===== config.mk =====
export PLATFORM = sky130hd
export DESIGN_NAME = lp_entry_ctrl
export DESIGN_NICKNAME = d
export VERILOG_FILES = /design/src/rtl/lp_pkg.sv /design/src/rtl/lp_idle_timer.sv /design/src/rtl/lp_exit_timer.sv /design/src/rtl/lp_entry_ctrl.sv
export SDC_FILE = /design/constraint.sdc
export NUM_CORES = 1
export LEC_CHECK = 0
export BUFFER_PORTS_ARGS = -buffer_cell sky130_fd_sc_hd__clkbuf_2
export CORE_ASPECT_RATIO = 1.25
export CORE_MARGIN = 1
export CORE_UTILIZATION = 50
export CTS_CLUSTER_DIAMETER = 60
export DETAILED_ROUTE_END_ITERATION = 6
export PLACE_DENSITY = 0.72
export SLEW_MARGIN = 5
export SYNTH_ARGS = -nofsm -noshare
export SYNTH_HDL_FRONTEND = slang
export SYNTH_HIERARCHICAL = 1
export SYNTH_SLANG_ARGS = --single-unit

===== constraint.sdc =====
create_clock -name clk -period 4.7 [get_ports clk]
set_input_delay 0.94 -clock clk [delete_from_list [all_inputs] [get_ports clk]]
set_output_delay 0.94 -clock clk [all_outputs]
set_load 0.005 [all_outputs]

===== src/rtl/lp_pkg.sv =====
package lp_pkg;

  typedef enum logic [2:0] {
    ST_RUN  = 3'd0,
    ST_SREF = 3'd1,
    ST_PDN  = 3'd2,
    ST_DEEP = 3'd3,
    ST_WAKE = 3'd4
  } lp_state_t;

  typedef enum logic [1:0] {
    LPM_OFF  = 2'd0,
    LPM_SREF = 2'd1,
    LPM_PDN  = 2'd2,
    LPM_DEEP = 2'd3
  } lp_mode_t;

endpackage


===== src/rtl/lp_idle_timer.sv =====
// Counts consecutive idle edges and flags when the selected wait has elapsed.
module lp_idle_timer #(
  parameter int SHORT_WAIT = 64,
  parameter int LONG_WAIT  = 128
) (
  input  logic       clk,
  input  logic       rst,
  input  logic       clear,
  input  logic [1:0] sel,
  output logic       expired
);
  localparam int CW = $clog2(LONG_WAIT + 1);

  logic [CW-1:0] cnt;
  logic [CW-1:0] limit;

  always_comb begin
    case (sel)
      2'd0:    limit = '0;
      2'd1:    limit = CW'(SHORT_WAIT);
      default: limit = CW'(LONG_WAIT);
    endcase
  end

  always_ff @(posedge clk) begin
    if (rst || clear) begin
      cnt <= '0;
    end else if (cnt != CW'(LONG_WAIT)) begin
      cnt <= cnt + 1'b1;
    end
  end

  // Comparison (not equality) so a saturated count still fires after a
  // setting change.
  assign expired = (cnt >= limit);

endmodule


===== src/rtl/lp_exit_timer.sv =====
// Down-counter for the wake-up delay before an access is granted.
module lp_exit_timer #(
  parameter int EXIT_W = 4
) (
  input  logic              clk,
  input  logic              rst,
  input  logic              load,
  input  logic [EXIT_W-1:0] load_val,
  output logic              done
);
  logic [EXIT_W-1:0] cnt;

  always_ff @(posedge clk) begin
    if (rst) begin
      cnt <= '0;
    end else if (load) begin
      cnt <= load_val;
    end else if (cnt != '0) begin
      cnt <= cnt - 1'b1;
    end
  end

  assign done = (cnt == '0);

endmodule


===== src/rtl/lp_entry_ctrl.sv =====
module lp_entry_ctrl
  import lp_pkg::*;
#(
  parameter int SHORT_WAIT = 64,
  parameter int LONG_WAIT  = 128,
  parameter int EXIT_W     = 4
) (
  input  logic              clk,
  input  logic              rst,
  input  logic [1:0]        cfg_mode,
  input  logic [1:0]        cfg_timeout,
  input  logic [EXIT_W-1:0] cfg_exit_dly,
  input  logic              acc_req,
  input  logic              acc_busy,
  output logic              acc_grant,
  output logic              acc_err,
  output logic              sdram_cke,
  output logic              sdram_clk_en,
  output logic              sref_enter,
  output logic              pdn_enter,
  output logic              deep_enter
);

  lp_state_t st, st_n;
  lp_mode_t  mode;
  logic      idle_run;
  logic      wait_done;
  logic      exit_done;
  logic      go_sleep;
  logic      exit_load;

  assign mode     = lp_mode_t'(cfg_mode);
  assign idle_run = (st == ST_RUN) && !acc_req && !acc_busy;
  assign go_sleep = idle_run && wait_done && (mode != LPM_OFF);

  lp_idle_timer #(
    .SHORT_WAIT (SHORT_WAIT),
    .LONG_WAIT  (LONG_WAIT)
  ) u_idle (
    .clk     (clk),
    .rst     (rst),
    .clear   (!idle_run),
    .sel     (cfg_timeout),
    .expired (wait_done)
  );

  lp_exit_timer #(
    .EXIT_W (EXIT_W)
  ) u_exit (
    .clk      (clk),
    .rst      (rst),
    .load     (exit_load),
    .load_val (cfg_exit_dly),
    .done     (exit_done)
  );

  always_comb begin
    st_n = st;
    case (st)
      ST_RUN: begin
        if (go_sleep) begin
          case (mode)
            LPM_SREF: st_n = ST_SREF;
            LPM_PDN:  st_n = ST_PDN;
            LPM_DEEP: st_n = ST_DEEP;
            default:  st_n = ST_RUN;
          endcase
        end
      end
      ST_SREF, ST_PDN: begin
        if (acc_req) st_n = ST_WAKE;
      end
      ST_DEEP: begin
        if (mode != LPM_DEEP) st_n = ST_WAKE;
      end
      ST_WAKE: begin
        if (exit_done) st_n = ST_RUN;
      end
      default: st_n = ST_RUN;
    endcase
  end

  assign exit_load = (st_n == ST_WAKE) && (st != ST_WAKE);

  always_ff @(posedge clk) begin
    if (rst) begin
      st           <= ST_RUN;
      sdram_cke    <= 1'b1;
      sdram_clk_en <= 1'b1;
      sref_enter   <= 1'b0;
      pdn_enter    <= 1'b0;
      deep_enter   <= 1'b0;
      acc_grant    <= 1'b0;
      acc_err      <= 1'b0;
    end else begin
      st           <= st_n;
      sdram_cke    <= (st_n == ST_RUN) || (st_n == ST_WAKE);
      sdram_clk_en <= (st_n != ST_SREF) && (st_n != ST_DEEP);
      sref_enter   <= (st == ST_RUN) && (st_n == ST_SREF);
      pdn_enter    <= (st == ST_RUN) && (st_n == ST_PDN);
      deep_enter   <= (st == ST_RUN) && (st_n == ST_DEEP);
      acc_grant    <= (st == ST_RUN) && acc_req;
      acc_err      <= (st == ST_DEEP) && acc_req;
    end
  end

endmodule


=== After elaboration in Yosys (flattened, before gate mapping) ===
Index checks and enable logic that the tools add are counted.

* Bits in registers: 22
* Input port bits: 12
* Output and inout port bits: 7
* Logic and storage cells: 63

* Add/sub/neg operators: 2
* $lt $le $gt $ge: 1
* Equality and inequality tests: 17
* Muxes and demuxes: 9
* Reductions and logical operators: 24

{| class="wikitable"
|+ Operators with widths
! operator !! number
|-
| $pmux 8 s2 || 1
|-
| $eq 3x2->1 const B || 4
|-
| $mux 3 || 4
|-
| $pmux 3 s4 || 1
|-
| $logic_and 1x1->1 || 11
|-
| $add 8x1->8 const B || 1
|-
| $ge 8x8->1 || 1
|-
| $mux 4 || 2
|-
| $ne 8x8->1 const B || 1
|-
| $eq 3x1->1 const B || 2
|-
| $eq 3x3->1 const B || 2
|-
| $logic_not 3->1 || 2
|-
| $pmux 2 s3 || 1
|-
| $eq 2x1->1 const B || 2
|-
| $eq 2x2->1 const B || 2
|-
| $logic_not 4->1 || 1
|-
| $reduce_bool 2->1 || 2
|-
| $reduce_bool 4->1 || 1
|-
| $sub 4x1->4 const B || 1
|-
| $logic_not 1->1 || 3
|-
| $ne 3x1->1 const B || 1
|-
| $ne 3x2->1 const B || 1
|-
| $ne 3x3->1 const B || 1
|-
| $logic_not 2->1 || 1
|-
| other kinds (3) || 4
|}

=== Depth between registers and ports, before layout ===
Gate-level depths: netlist of the first run.

* Depth in word-level cells: 10
* Depth in mapped cells: 8
* Mapped depth without buffers: 8

=== Modules after synthesis ===
Netlist of the first run, hierarchy kept.

{| class="wikitable"
|+ By module, submodules not included
! module !! instances !! cells an instance !! area each (um^2)
|-
| lp_entry_ctrl || 1 || 50 || 493.0
|-
| lp_idle_timer || 1 || 56 || 474.2
|-
| lp_exit_timer || 1 || 24 || 229.0
|}

=== Least setup slack after synthesis of the first run ===
No wires, ideal clock.

* Path type: input to register
* From: input cfg_timeout[0]
* To: register sref_enter
* Library setup time: 86 ps
* Arrival time: 2,234 ps
* Required time: 4,614 ps
* Path slack: 2,380 ps
* Stages on the path: 8
* Path buffers: 0
* Cells stage by stage: nor2b_1 ha_1 nand2_1 o31ai_2 a21o_1 and2b_2 and2_1 a221oi_2

* Longest elaborated chain between the ends: 9
* Elaborated cells between the ends (all ways): 10
* Those cells by class: order compare: 1; eq/ne: 2; mux: 3; reduce/logical: 4

{| class="wikitable"
|+ Ends and longest elaborated chain
! what !! line !! text
|-
| start, declared || lp_entry_ctrl.sv:11 || <nowiki>input logic [1:0] cfg_timeout,</nowiki>
|-
| $eq 2x1->1 / $logic_not 2->1 (equally long branches) || lp_idle_timer.sv:18 || <nowiki>case (sel)</nowiki>
|-
| $pmux 8 s2 (*) || lp_idle_timer.sv:18 ||
|-
| $ge 8x8->1 (*) || lp_idle_timer.sv:35 || <nowiki>assign expired = (cnt >= limit);</nowiki>
|-
| via wait_done || lp_entry_ctrl.sv:27 || <nowiki>logic wait_done;</nowiki>
|-
| $logic_and 1x1->1 (*) (2 in series) || lp_entry_ctrl.sv:34 || <nowiki>assign go_sleep = idle_run && wait_done && (mode != LPM_OFF);</nowiki>
|-
| $mux 3 (*) || lp_entry_ctrl.sv:61 || <nowiki>if (go_sleep) begin</nowiki>
|-
| $pmux 3 s4 (*) || lp_entry_ctrl.sv:59 || <nowiki>case (st)</nowiki>
|-
| $eq 3x1->1 (*) || lp_entry_ctrl.sv:99 || <nowiki>sref_enter <= (st == ST_RUN) && (st_n == ST_SREF);</nowiki>
|-
| $logic_and 1x1->1 (*) || lp_entry_ctrl.sv:99 ||
|-
| end signal, assigned || lp_entry_ctrl.sv:99 ||
|-
| end, declared || lp_entry_ctrl.sv:19 || <nowiki>output logic sref_enter,</nowiki>
|}

Mark *: on every way through the listed nets, which the timed path passes. The rest lies on a longest branch.
A chain may end at the register's enable or synchronous reset.

=== Final worst setup path of the first run ===
Ends and elaborated chain as after synthesis.

==> metrics, run 1 <==
status finished, final reports clean; hold_ws about 550 ps; register area share after synthesis 0.368; FP Rows 19; # fillers 226; Synth Instances 130; xor and xnor area share after synthesis 0.0439; synthesized flop and latch total 22; routed len/inst around 12 microns; die span in x 45.7 microns; Post-CTS Setup Inserts 0; Tightest Pin Transition 390 ps; vias in the first global route slightly below 900; routed vias/inst 5.45; Critical Path RT roughly 4900 ps; P_leak just over 0.0005 uW; Compound-Gate Fraction of Synth Area 0.153; vias a little under 1000; cts repair resizes 0; class of the most critical setup path primary input to flip-flop; Final GP Congestion just under 0.8; fmax ~0.46 GHz; Hold Fails Final Rpt 0; dpl ws about 2200 ps; Layout Nets between 150 and 200; Root Buffer clkbuf_4; top cells by area, synth dfxtp_1 37%, ha_1 5.2%, nor3_1 3.8%; Worst-Skew Late Latency around 300 ps; clock sinks 22; Synth Area in Adders 0.0523; initial antenna violation count 0; CTS tree built; slowest stage delay, CP between 200 and 300 ps; Total GRT Usage 0.191; TNS Setup 0 ps; CORE AREA about 2200 sq um; H-tree depth 1; CP bufs+invs 1; Critical Path Source Type primary input; FF-to-FF path depth 8; Initial Util 0.535; DRC errors left 0; CTS clock-pin slew for the worst setup and hold paths between 100 and 150 ps; worst-case hold path end point u_idle/cnt[7]; ys flop type dfxtp_1; Slew Viols, Final 0; Slew HR 0.738; TritonCTS Buffers 3; family with the most delay on the worst path simple AND/OR/NAND/NOR gates; ys async rst share 0; die footprint 2590 sq um; most frequent cells in the layout 22 x dfxtp_1, 18 x clkbuf_2, 9 x nor3_1; Diodes inserted 0; Critical R2R Launch u_idle/cnt[6]; YS warnings 6; Levels on crit path 9; WP data arrival about 2400 ps; final wirelength between 2 and 2.5 mm; Synthesized Nets between 100 and 150; Chip Height roughly 57 microns; DRT iter0 DRCs 32; Hold Crit Start u_idle/cnt[7]; multiplexer share of the synthesized area 0.00941; Ports 19; largest family of logic cells by synthesized area simple AND/OR/NAND/NOR gates; CP Cell Sequence clkbuf_2, nor2b_1, ha_1, nand2_1, o31ai_2, a21o_1, and2b_2, and2_1, a221oi_2; Longest Clk Path Bufs 2; Detail Placement HPWL 1.68 mm; Reg-to-Reg End sref_enter; final worst setup slack ~2500 ps; number of synthesized flops with an enable pin 0; hold_buf cts 0; VDD IR max about 0.33 mV; part of the cycle the worst path needs 0.466; commonest non-fill, non-tap cell in the layout dfxtp_1; max cap viols 0; Cell variety after synth 46; fin crit period between 2000 and 2500 ps; worst hold stages 2; Syn-to-layout area delta 9.41%; worst reg2reg setup slack around 2800 ps; slowest stage cell, crit path a221oi_2; port bufs 18; global-route wire length before repair 3.73 mm; layout cells sized above 1 0.260; RSZ-0062 raised after global routing false; simple-gate share of the synthesized area 0.316; largest net degree at the start of global routing 15; post-synth top area share 0.368; Power Density approximately 330 nW/um^2; Setup Viol. Count Final 0; Synth Area per Inst between 9 and 10 sq um; total grt overflow 0; CP max FO 5; cell taking the most area after synthesis dfxtp_1; Worst Hold Class flip-flop to flip-flop; DRT Pass-1 Iters 4; CP Capture Type flip-flop; DRT antenna net count 0; Cell Area, Synth 1200 sq um; Setup Skew around 0.96 ps
-- Yosys cell counts (2+ instances only) --
cell	number
xnor2_1	4
and2b_2	3
dfxtp_1	22
or3_1	4
or2_2	2
xor2_1	2
nand3_1	6
nand2_1	8
ha_1	5
a21oi_1	6
a221oi_2	2
a21o_1	2
nor2_1	5
o22ai_1	3
and3_1	2
inv_1	8
o21ai_0	6
nor2b_1	3
nor3_1	9
buf_6	2
-- power by group --
group	switching, uW	internal [uW]	leakage, uW	total [uW]
clock network	53.0	29.9	0.0000138	82.9
logic	56.0	71.1	0.000315	127
registers	16.3	204	0.000179	220
total	125	305	0.000507	430
-- metrics by stage --
stage | utilization | total power (uW) | instances | instance area, sq um
after floorplan | - | 324 | 130 | 1200
after global placement | 0.576 | 343 | 174 | 1290
after detailed placement | 0.576 | 351 | 174 | 1290
after CTS | 0.586 | 435 | 177 | 1310
after global routing | 0.586 | 456 | 177 | 1310
final | 0.586 | 430 | 177 | 1310
-- registers in the layout, indices dropped and copies added, names as in the netlist --
name          cells
u_idle/cnt        8
u_exit/cnt        4
st                3
acc_err           1
acc_grant         1
deep_enter        1
pdn_enter         1
sdram_cke         1
sdram_clk_en      1
sref_enter        1
-- layout make-up --
type	instances	area, sq um	share of cell area
Multi-Input combinational cell	95	687	0.525
Inverter	8	30.0	0.0229
Timing Repair Buffer	18	90.1	0.0688
Sequential cell	22	440	0.337
Clock buffer	3	22.5	0.0172
Tap cell	31	38.8	0.0296
-- cell families after synthesis --
family          after synthesis
buf+inv                      13
xor+xnor                      6
compound gates               26
flops                        22
mux                           1
simple gates                 57
fa+ha+maj                     5
-- routing by layer --
layer | GRT usage | vias up | routed length, microns | part of all wire
met4 | 0.0504 | 0 | 16 | 0.0074
met3 | 0.0579 | 2 | 65 | 0.030
met5 | 0 | - | 0 | 0
met1 | 0.246 | 444 | 961 | 0.44
li1 | - | 502 | - | -
met2 | 0.302 | 16 | 1120 | 0.52
-- worst register-to-register path, stage by stage (launching register included) --
cell and delay (ps):
dfxtp_1 420, inv_1 60, ha_1 290, nand2_1 100, o31ai_2 60, a21o_1 170, and2b_2 220, and2_1 190
a221oi_2 280
-- how the worst max path moves through the flow --
stage                               from          to  slack, ps
final                     cfg_timeout[0]  sref_enter       2510
after global routing      cfg_timeout[0]  sref_enter       2450
after CTS                 cfg_timeout[0]  sref_enter       2530
after detailed placement  cfg_timeout[0]  sref_enter       2210
after global placement    cfg_timeout[0]   pdn_enter       2270
after floorplan           cfg_timeout[0]  sref_enter       2380
No activity file was read; power rests on OpenSTA's default activity.
==> run 2: changes to the inputs <==
- CORE_UTILIZATION: 50 -> 49
- PLACE_DENSITY: 0.72 -> 0.73
- clock period: 4.7 -> 1.9 ns (I/O delays scaled with it)
==> run 2 against run 1 <==
Combinational power up 150%; non-clock buffer count rose by 6; clock power increased by 140%; wire length rose by 1.2%; global-route usage rose by 0.57 points; critical path type is now flip-flop to flip-flop; critical endpoint unchanged; clock-buffer cell count did not move.
==> metrics, run 2 (synthesized netlist as in run 1, its figures left out) <==
layout cells sized above 1 0.289 (+0.0292); largest net degree at the start of global routing 15 (unchanged); die footprint 2640 sq um (+2.0%); Tightest Pin Transition 440 ps (+50.6 ps); Ports 19 (unchanged); class of the most critical setup path flip-flop to flip-flop; fmax 0.571 GHz; Chip Height 57.2 microns (+0.98%); Total GRT Usage 0.196 (+0.00574); Detail Placement HPWL 1.80 mm (+6.8%); dpl ws -32.5 ps (-2240 ps); DP Area 1330 sq um (+3.5%); routed len/inst 12.0 microns (-2.2%); CTS tree built; slowest stage cell, crit path dfxtp_1; Critical Path RT 2110 ps (-2810 ps); Post-CTS Setup Inserts 0 (unchanged); post-route cell area 1350 sq um (+3.4%); Worst Hold Class primary input to flip-flop; RSZ-0062 raised after global routing false; commonest non-fill, non-tap cell in the layout dfxtp_1; FF-to-FF path depth 8 (unchanged); CP Capture Type flip-flop; port bufs 18 (unchanged); Critical Path Source Type flip-flop; Setup Skew 1.07 ps (+0.104 ps); part of the cycle the worst path needs 0.922; Longest Clk Path Bufs 2 (unchanged); cts repair resizes 0 (unchanged); slowest stage delay, CP 350 ps (+70 ps); max cap viols 0 (unchanged); VDD IR max 0.579 mV (+75%); status finished, final reports clean; die span in x 46.2 microns (+0.97%); TritonCTS Buffers 3 (unchanged); global-route wire length before repair 3.86 mm (+3.7%); fin crit period ~1800 ps; CP Cell Sequence inv_1, ha_1, nand2_1, o31ai_2, a21o_1, and2b_2, and2_1, a221oi_2; Root Buffer clkbuf_4; most frequent cells in the layout 22 x dfxtp_1, 18 x clkbuf_2, 9 x nor3_1; Hold Fails Final Rpt 0 (unchanged); Final GP Congestion 0.789 (-0.83%); final worst setup slack 147 ps (-2360 ps); routed vias/inst 5.35 (-1.8%); DRC errors left 0 (unchanged); DRT Pass-1 Iters 4 (unchanged); FP Rows 19 (unchanged); Worst-Skew Late Latency 290 ps (about the same); biggest regs u_idle/cnt x8, u_exit/cnt x4, st x3; max reg flops 8 (unchanged); vias in the first global route 943 (+7.5%); initial antenna violation count 0 (unchanged); H-tree depth 1 (unchanged); DRT iter0 DRCs 11 (-66%); P_leak 0.000539 uW (+6.3%); Layout Nets 171 (+3.6%); vias 979 (+1.6%); CORE AREA 2260 sq um (+1.1%); Reg with most FFs u_idle/cnt; total grt overflow 0 (unchanged); hold_buf cts 0 (unchanged); clock sinks 22 (unchanged); final wirelength 2.19 mm (+1.2%); Slew Viols, Final 0 (unchanged); CTS clock-pin slew for the worst setup and hold paths 110 ps (about the same); WP data arrival 1960 ps (-450 ps); CP max FO 5 (unchanged); Power Density 782 nW/um^2 (+140%); Initial Util 0.530 (-0.00563); hold_ws 322 ps (-225 ps); Diodes inserted 0 (unchanged); Syn-to-layout area delta 13.2%; DRT antenna net count 0 (unchanged); total power 1060 uW (+150%); worst hold stages 3 (+1); Setup Viol. Count Final 0 (unchanged); Slew HR 0.703 (-0.0341)
[run 2: worst paths after layout]
check | slack [ps] | end | from
worst max-delay path | 150 | sref_enter | u_idle/cnt[6]
worst min-delay path | 320 | u_exit/cnt[1] | cfg_exit_dly[1]
worst max register to register | 150 | sref_enter | u_idle/cnt[6]
worst min register to register | 540 | u_idle/cnt[7] | u_idle/cnt[7]
[run 2: layout make-up]
| class | count | area [sq um] |
|---|---|---|
| tap | 31 | 38.8 |
| sequential | 22 | 440 |
| fill | 211 | 905 |
| multi-input combinational | 95 | 687 |
| inverter | 8 | 30.0 |
| timing repair buffer | 24 | 135 |
| clock buffer | 3 | 22.5 |
[run 2: layer usage]
metal	wire [microns]	vias up	global-route usage
met4	23	0	0.0924
met2	1200	6	0.338
li1	-	515	-
met1	941	456	0.228
met3	29	2	0.0285
met5	0	-	0
[run 2: critical path, delay by kind of cell, from the launching register on]
kind,cells,cell delay (ps)
and+or+nand+nor,3,490
DFF,1,350
buffers and inverters,1,50
AOI/OAI and AO/OA,3,500
adders and majority gates,1,270
[run 2: stage by stage]
step,instances,TNS (ps),util
after floorplan,130,0,-
after global placement,180,0,0.589
after detailed placement,180,-38.6,0.589
after CTS,183,0,0.599
after global routing,183,0,0.599
final,183,0,0.599
[run 2: where the power goes]
group	switching (uW)	internal (uW)	leakage (uW)	total (uW)
combinational	137	179	0.000347	317
clock	126	73.7	0.0000138	200
sequential	39.0	504	0.000179	543
total	302	757	0.000539	1060
